File: config.mk
export PLATFORM = sky130hd
export DESIGN_NAME = i2c_memtarget
export DESIGN_NICKNAME = d
export VERILOG_FILES = /design/src/rtl/i2c_mt_pkg.sv /design/src/rtl/i2c_mt_edges.sv /design/src/rtl/i2c_mt_map.sv /design/src/rtl/i2c_memtarget.sv
export SDC_FILE = /design/constraint.sdc
export NUM_CORES = 1
export LEC_CHECK = 0
export ABC_AREA = 1
export ABC_CLOCK_PERIOD_IN_PS = 2300
export CAP_MARGIN = 0
export CORE_MARGIN = 2
export CORE_UTILIZATION = 38
export DETAILED_ROUTE_END_ITERATION = 12
export GPL_ROUTABILITY_DRIVEN = 1
export PLACE_DENSITY = 0.59
export SLEW_MARGIN = 20
export SYNTH_ARGS = -nofsm -noshare
export SYNTH_HDL_FRONTEND = slang
export SYNTH_SLANG_ARGS = --single-unit
File: constraint.sdc
create_clock -name clk -period 2.3 [get_ports clk]
set_input_delay 0.46 -clock clk [delete_from_list [all_inputs] [get_ports clk]]
set_output_delay 0.46 -clock clk [all_outputs]
set_load 0.05 [all_outputs]
File: src/rtl/i2c_mt_pkg.sv
package i2c_mt_pkg;

    localparam int BYTE_W = 8;
    localparam int CNT_W  = 4;

    typedef enum logic [3:0] {
        ST_IDLE,
        ST_CTRL,
        ST_ACK_CW,
        ST_ACK_CR,
        ST_ADDR,
        ST_ACK_AD,
        ST_WDATA,
        ST_ACK_WD,
        ST_TX,
        ST_RACK
    } mt_state_e;

endpackage

File: src/rtl/i2c_mt_edges.sv
module i2c_mt_edges (
    input  logic clk,
    input  logic rst_n,
    input  logic scl_i,
    input  logic sda_i,
    output logic scl_rise_o,
    output logic scl_fall_o,
    output logic start_o,
    output logic stop_o
);

    typedef struct packed {
        logic scl;
        logic sda;
    } line_t;

    line_t d, q;

    always_comb begin
        d.scl = scl_i;
        d.sda = sda_i;
    end

    always_ff @(posedge clk or negedge rst_n) begin
        if (!rst_n) begin
            q <= '{scl: 1'b1, sda: 1'b1};
        end else begin
            q <= d;
        end
    end

    assign scl_rise_o = scl_i & ~q.scl;
    assign scl_fall_o = ~scl_i & q.scl;
    // data moving while the clock is held high marks a bus condition
    assign start_o    = scl_i & q.scl & q.sda & ~sda_i;
    assign stop_o     = scl_i & q.scl & ~q.sda & sda_i;

endmodule

File: src/rtl/i2c_mt_map.sv
module i2c_mt_map #(
    parameter int          AW  = 8,
    parameter int unsigned LO0 = 0,
    parameter int unsigned HI0 = 31,
    parameter int unsigned LO1 = 32,
    parameter int unsigned HI1 = 95
) (
    input  logic [AW-1:0] addr_i,
    output logic          valid_o
);

    localparam int NWIN = 2;
    localparam int unsigned LO_T [NWIN] = '{LO0, LO1};
    localparam int unsigned HI_T [NWIN] = '{HI0, HI1};

    logic [NWIN-1:0] hit;

    generate
        for (genvar g = 0; g < NWIN; g++) begin : g_win
            // unsigned offset wraps high when below the window start
            assign hit[g] = ((32'(addr_i) - LO_T[g]) <= (HI_T[g] - LO_T[g]));
        end
    endgenerate

    assign valid_o = |hit;

endmodule

File: src/rtl/i2c_memtarget.sv
module i2c_memtarget
    import i2c_mt_pkg::*;
#(
    parameter logic [6:0]  CTRL_CODE = 7'b1101111,
    parameter int unsigned REG_FIRST = 0,
    parameter int unsigned REG_LAST  = 31,
    parameter int unsigned RAM_FIRST = 32,
    parameter int unsigned RAM_LAST  = 95
) (
    input  logic              clk,
    input  logic              rst_n,
    input  logic              scl_i,
    input  logic              sda_i,
    output logic              sda_oe_o,
    output logic [BYTE_W-1:0] mem_addr_o,
    output logic [BYTE_W-1:0] mem_wdata_o,
    output logic              mem_we_o,
    input  logic [BYTE_W-1:0] mem_rdata_i
);

    localparam logic [CNT_W-1:0] LAST_BIT = CNT_W'(BYTE_W);

    typedef struct packed {
        mt_state_e         st;
        logic [CNT_W-1:0]  cnt;
        logic [BYTE_W-1:0] sh;
        logic [BYTE_W-1:0] ptr;
        logic              oe;
        logic              we;
        logic [BYTE_W-1:0] wd;
    } core_t;

    core_t d, q;

    logic scl_rise, scl_fall, start_det, stop_det;
    logic addr_ok;

    i2c_mt_edges u_edges (
        .clk        (clk),
        .rst_n      (rst_n),
        .scl_i      (scl_i),
        .sda_i      (sda_i),
        .scl_rise_o (scl_rise),
        .scl_fall_o (scl_fall),
        .start_o    (start_det),
        .stop_o     (stop_det)
    );

    i2c_mt_map #(
        .AW  (BYTE_W),
        .LO0 (REG_FIRST),
        .HI0 (REG_LAST),
        .LO1 (RAM_FIRST),
        .HI1 (RAM_LAST)
    ) u_map (
        .addr_i  (q.sh),
        .valid_o (addr_ok)
    );

    always_comb begin
        d    = q;
        d.we = 1'b0;
        if (stop_det) begin
            d.st  = ST_IDLE;
            d.oe  = 1'b0;
            d.cnt = '0;
        end else if (start_det) begin
            d.st  = ST_CTRL;
            d.oe  = 1'b0;
            d.cnt = '0;
        end else begin
            unique case (q.st)
                ST_CTRL, ST_ADDR, ST_WDATA: begin
                    if (scl_rise && q.cnt != LAST_BIT) begin
                        d.sh  = {q.sh[BYTE_W-2:0], sda_i};
                        d.cnt = q.cnt + 1'b1;
                    end else if (scl_fall && q.cnt == LAST_BIT) begin
                        d.cnt = '0;
                        if (q.st == ST_CTRL) begin
                            if (q.sh[BYTE_W-1:1] == CTRL_CODE) begin
                                d.oe = 1'b1;
                                d.st = q.sh[0] ? ST_ACK_CR : ST_ACK_CW;
                            end else begin
                                d.st = ST_IDLE;
                            end
                        end else if (q.st == ST_ADDR) begin
                            if (addr_ok) begin
                                d.oe  = 1'b1;
                                d.ptr = q.sh;
                                d.st  = ST_ACK_AD;
                            end else begin
                                d.st = ST_IDLE;
                            end
                        end else begin
                            d.oe = 1'b1;
                            d.we = 1'b1;
                            d.wd = q.sh;
                            d.st = ST_ACK_WD;
                        end
                    end
                end
                ST_ACK_CW: begin
                    if (scl_fall) begin
                        d.oe = 1'b0;
                        d.st = ST_ADDR;
                    end
                end
                ST_ACK_AD: begin
                    if (scl_fall) begin
                        d.oe = 1'b0;
                        d.st = ST_WDATA;
                    end
                end
                ST_ACK_WD: begin
                    if (scl_fall) begin
                        d.oe  = 1'b0;
                        d.ptr = q.ptr + 1'b1;
                        d.st  = ST_IDLE;
                    end
                end
                ST_ACK_CR: begin
                    if (scl_fall) begin
                        d.sh  = mem_rdata_i;
                        d.oe  = ~mem_rdata_i[BYTE_W-1];
                        d.ptr = q.ptr + 1'b1;
                        d.cnt = '0;
                        d.st  = ST_TX;
                    end
                end
                ST_TX: begin
                    if (scl_rise) begin
                        d.cnt = q.cnt + 1'b1;
                    end else if (scl_fall) begin
                        if (q.cnt == LAST_BIT) begin
                            d.oe = 1'b0;
                            d.st = ST_RACK;
                        end else begin
                            d.sh = {q.sh[BYTE_W-2:0], 1'b0};
                            d.oe = ~q.sh[BYTE_W-2];
                        end
                    end
                end
                ST_RACK: begin
                    if (scl_rise) begin
                        d.st = ST_IDLE;
                    end
                end
                default: begin
                    d.st = ST_IDLE;
                end
            endcase
        end
    end

    always_ff @(posedge clk or negedge rst_n) begin
        if (!rst_n) begin
            q <= '{st: ST_IDLE, cnt: '0, sh: '0, ptr: '0, oe: 1'b0, we: 1'b0, wd: '0};
        end else begin
            q <= d;
        end
    end

    assign sda_oe_o    = q.oe;
    assign mem_addr_o  = q.ptr;
    assign mem_wdata_o = q.wd;
    assign mem_we_o    = q.we;

endmodule

* Yosys cells after proc, flatten, opt, wreduce, memory -nomap -nowiden
Cells that the tools add are included.
Storage, ports and cells: register bits after elaboration 36, input bits 12, output and inout bits 18, logic and storage cells 132
Cells by class: add/sub/neg operators 3, $lt $le $gt $ge 2, eq/ne operators 38, mux-type cells 47, bitwise logic cells 18, reductions and logical operators 15
Operators with widths (number):
- 8-bit 2-to-1 mux | 9
- 9-bit 2-to-1 mux | 7
- 4-bit 2-to-1 mux | 12
- 4-bit != test (second input constant) | 12
- 18-bit 2-to-1 mux | 2
- 12-bit one-hot mux with 3 select lines | 1
- 32-bit by 6-bit less-or-equal comparator with 1-bit output (second input constant) | 1
- 10-bit AND reduction | 3
- 4-bit one-hot mux with 7 select lines | 1
- 25-bit 2-to-1 mux | 1
- 8-bit one-hot mux with 3 select lines | 1
- 2-bit != test (second input constant) | 11
- 4-bit by 3-bit == test with 1-bit output (second input constant) | 4
- 4-bit == test (second input constant) | 3
- 1-bit NOT | 11
- 1-bit 2-to-1 mux | 10
- 5-bit != test (second input constant) | 2
- 8-bit by 6-bit subtractor with 9-bit output (second input constant) | 1
- 8-bit by 1-bit adder with 8-bit output (second input constant) | 1
- 4-bit by 2-bit == test with 1-bit output (second input constant) | 2
- 8-bit by 5-bit less-or-equal comparator with 1-bit output (second input constant) | 1
- 8-bit AND reduction | 1
- 1-bit bitwise AND | 7
- 7-bit == test (second input constant) | 1
- 15 further kinds | 18

* Depth between registers and ports, before layout
word-level depth 11, mapped depth 13, gate-level depth less buffers 13

* Hierarchy
Synthesis repeated with hierarchy kept, for this count alone.
Second synthesis, totals: cell total of the unflattened synthesis 349, area total of the unflattened synthesis 2403.6 um^2
Modules (own cells, without submodules):
- i2c_memtarget | instances 1, cells each 326, area each 2260.9 um^2, sequential area each 850.8 um^2
- i2c_mt_edges | instances 1, cells each 13, area each 93.8 um^2, sequential area each 52.6 um^2
- i2c_mt_map | instances 1, cells each 10, area each 48.8 um^2, sequential area each 0.0 um^2

* Worst setup path after synthesis
OpenSTA, ideal clock, no wires.
kind reg-to-reg, from register q[26] (netlist name), to register q[30] (netlist name), setup time 0.065 ns, data arrival time 1.502 ns, data required time 2.235 ns, setup slack 0.733 ns, stages on the path, launching flop included 13, buffers on the path 0, clock period less this slack 1.567 ns, cells stage by stage dfrtp_1 > inv_1 > ha_1 > nand2_1 > nor2_2 > nand2_1 > nand2_1 > nor2_1 > nor2_2 > nand2_2 > nor2_1 > nand2_1 > nand2_1
Between the ends: cells in the longest elaborated chain, start to end 4, elaborated cells on any way between the ends 8, those cells by class eq/ne: 5; reduce/logical: 3
Ends and longest elaborated chain:
- start: declaration | RTL line i2c_memtarget.sv:33 | core_t d, q;
- start signal: assignment | RTL line i2c_memtarget.sv:157 | q <= '{st: ST_IDLE, cnt: '0, sh: '0, ptr: '0, oe: 1'b0, we: 1'b0, wd: '0};
- 4-bit == test or 4-bit != test (tied branches) | RTL line i2c_memtarget.sv:77, i2c_memtarget.sv:134, i2c_memtarget.sv:74
- 1-bit logical AND, on equally long branches | RTL line i2c_memtarget.sv:77, i2c_memtarget.sv:74
- 4-bit != test (no source line)
- 10-bit AND reduction (no source line) *
Every way passes the cells marked *; elsewhere a longest branch is shown, timed or not. A chain may end at the register's enable or synchronous reset.

* Worst setup path after layout
from register q, in the netlist mem_addr_o[5], to output port mem_addr_o[5]
RTL lines:
- end: declaration | RTL line i2c_memtarget.sv:15 | output logic [BYTE_W-1:0] mem_addr_o,
No word-level cell between the ends.

==> flow_summary_export.csv <==
group,metric,value,unit
outcome,status,"completed",
clocking,cts_setup_buffers,0,
power_and_ir_drop,p_leak,1.30,nW
clocking,clkSlewWorstSetupHoldPaths,0.08,ns
worst_setup_path,cp_num_buf_inv,1,
worst_setup_path,required,1.84,ns
synthesis,synth.avg_cell_area,7.24,µm²
worst_setup_path,r2r_slack,0.46,ns
routing,vias,2057,
sta,worst_pin_slew,0.821,ns
synthesis,synthAdderAreaFrac,0.0263,
place,numPortBuffers,29,
worst_setup_path,cp-start-kind,"flop",
sta,period_needed,2.06,ns
worst_setup_path,critPathSlowestCell,"clkdlybuf4s50_1",
sta,maxSlewViolCount,0,
global_route,grt_max_degree,37,
sta,final-hold-violation-count,0,
synthesis,muxShareOfSynthArea,0,
sta,rsz0062_at_grt,"false",
synthesis,synth-xor-area-share,0.0110,
power_and_ir_drop,p_total,2.99,mW
synthesis,ys_warn_count,0,
routing,vias_per_cell,4.86,
clocking,cts_made_buffers,5,
floorplanning,core_area,5990,µm²
power_and_ir_drop,pwr-share-seq,0.305,
global_route,grt_pass1_vias,1887,
final_layout,area_growth_syn_to_layout,15.0,%
floorplanning,die_y,83.2,µm
global_route,grt-ovfl-total,0,
sta,skew,0.00694,ns
clocking,clock_tree.root_cell,"clkbuf_8",
global_route,track_usage,0.158,
floorplanning,num_rows,28,
synthesis,synth-seq-area-share,0.379,
worst_setup_path,critPathMaxFanout,7,
worst_setup_path,crit_type,"reg2out",
synthesis,ys_ff_latch,36,
clocking,cts_resized,0,
place,dpl.hpwl,3900,µm
floorplanning,initial_core_util,0.398,
routing,wl_per_cell,12.2,µm
worst_setup_path,crit_arrival,1.60,ns
place,place_ws,0.116,ns
final_layout,nNetsFinal,364,
final_layout,antenna_cells,0,
clocking,htreeDepth,2,
worst_setup_path,cp_cell_sequence,"clkdlybuf4s50_1",
power_and_ir_drop,clockPowerShare,0.191,
floorplanning,ioPinCount,30,
sta,setup_viol,0,
hold_path,holdCritPathClass,"in2async",
sta,fin_tns_setup,0,ns
global_route,antenna_found_initial,0,
synthesis,synth_top_area_frac,0.357,
clocking,cts_tree,"done",
routing,ant_nets,0,
worst_setup_path,cp_top_family,"buffers and inverters",
floorplanning,fp.dieW,83.2,µm
power_and_ir_drop,p_int,1.57,mW
routing,wl,5180,µm
routing,dr.pass1.iters,4,
sta,finalCritPeriodShare,0.894,
flow_run,max_cap_violations,0,
synthesis,synthCells,329,
power_and_ir_drop,switchingPower,1.41,mW
worst_setup_path,worst_path_largest_cell_delay,0.85,ns
place,gp_congestion,0.851,
synthesis,synthSimpleGateAreaFrac,0.335,
clocking,cts_buffer_depth,2,
power_and_ir_drop,comb_power_share,0.504,
clocking,cts-hold-fix-buffers,0,
worst_setup_path,crit_path_end_kind,"primary output",
clocking,cts_num_sinks,36,
floorplanning,die-area,6920,µm²
power_and_ir_drop,ir_drop,504,µV
synthesis,synth_cell_types,34,
power_and_ir_drop,power.density,1090,nW/µm²
sta,relSlewSlack,0.453,
sta,timing.final.ws_setup,0.244,ns
synthesis,synth_top_family_by_area,"simple AND/OR/NAND/NOR gates",
synthesis,synthTopCellsByArea,"dfrtp_1, nand2_1, buf_4",
synthesis,netlist_area,2380,µm²
routing,drt_iter0_drc,84,
power_and_ir_drop,switching_share,0.473,
sta,fmax,486,MHz
synthesis,yosys.area.top_type,"dfrtp_1",
final_layout,drive_gt1_frac,0.132,
global_route,grt_pass1_wl,8860,µm
routing,drc,0,
synthesis,synth_compound_area_frac,0.137,
clocking,clkLatencyLatePin,0.30,ns
synthesis,synth_nets,346,
## through the flow
stage | utilization | std cells | hold slack (ns) | area [µm²]
detailed placement | 0.439 | 415 | 0.470 | 2630
global placement | 0.439 | 415 | 0.465 | 2630
CTS | 0.457 | 423 | 0.286 | 2740
floorplan | - | 329 | 0.164 | 2380
global route | 0.457 | 423 | 0.315 | 2740
finish | 0.457 | 423 | 0.252 | 2740
## Yosys cell counts
| cell | n |
|---|---|
| nor3_2 | 1 |
| clkbuf_1 | 1 |
| a21oi_2 | 1 |
| clkinv_1 | 1 |
| nor2_2 | 5 |
| inv_2 | 6 |
| buf_4 | 16 |
| o21ai_1 | 19 |
| a21oi_4 | 1 |
| nand2_1 | 110 |
| xor2_1 | 2 |
| o22ai_1 | 1 |
| ha_1 | 5 |
| xnor2_1 | 1 |
| nand3_1 | 16 |
| a31oi_1 | 2 |
| a22oi_1 | 1 |
| nor2_1 | 29 |
| nand2_4 | 3 |
| a21oi_1 | 3 |
| dfstp_2 | 2 |
| o21ai_2 | 7 |
| nor2_4 | 4 |
| inv_1 | 27 |
| nand3_4 | 1 |
| buf_6 | 1 |
| buf_2 | 1 |
| nand3b_1 | 1 |
| nand4_1 | 3 |
| or2_0 | 1 |
| a22oi_2 | 1 |
| dfrtp_1 | 34 |
| o21ai_0 | 18 |
| nand2_2 | 4 |
## worst paths after layout
path | cells past startpoint | to | startpoint
worst max-delay path | 1 | mem_addr_o[5] | mem_addr_o[5]
worst min-delay path | 1 | mem_wdata_o[3] | rst_n
worst max register to register | 8 | q[18] | q[30]
worst min register to register | 2 | sda_oe_o | sda_oe_o
max in group asynchronous | 1 | q[31] | rst_n
min in group clk | 2 | sda_oe_o | sda_oe_o
## layer usage
metal  global-route usage  wire (µm)
met2                0.252       2370
met4               0.0581         70
met3               0.0308        142
met5                    0          0
met1                0.212       2600
## layout by cell type (no fill, tap or decap), drive strengths merged, types with 3 or more instances in the layout
master | Yosys | final
dfrtp | 34 | 34
ha | 5 | 5
nor2 | 38 | 38
nand2 | 117 | 117
a21oi | 5 | 5
nand3 | 17 | 17
inv | 33 | 33
o21ai | 44 | 44
clkbuf | 1 | 5
clkdlybuf4s50 | 0 | 28
nand4 | 3 | 3
## sequential cells by signal (all words and copies together), names as in the netlist
register and cells:
q 16, mem_addr_o 8, mem_wdata_o 8, u_edges.q 2, sda_oe_o 1, mem_we_o 1
## power groups by stage
stage          clock network [mW]  registers (mW)  logic [mW]
2_1_floorplan                   0           0.893        1.25
3_3_place_gp                    0           0.923        1.49
3_5_place_dp                    0           0.923        1.51
4_1_cts                     0.587           0.911        1.51
5_1_grt                     0.617           0.934        1.72
6_report                    0.572           0.911        1.51
## area by class of cell
class	count	area [µm²]
Clock inverter	3	42.5
Inverter	34	128
Fill cell	603	3250
Multi-Input combinational cell	240	1210
Tap cell	75	93.8
Clock buffer	5	68.8
Timing Repair Buffer	30	293
Sequential cell	36	903
## cells by family (layout without fill, tap and decap cells)
kind of cell	count (synthesis)	after routing
AND/OR/NAND/NOR	178	178
buffers and inverters	53	72
XOR/XNOR	3	3
AO/OA/AOI/OAI	54	54
adder cells (fa/ha/maj)	5	5
flip-flops	36	36
No activity file was read; power rests on OpenSTA's default activity.
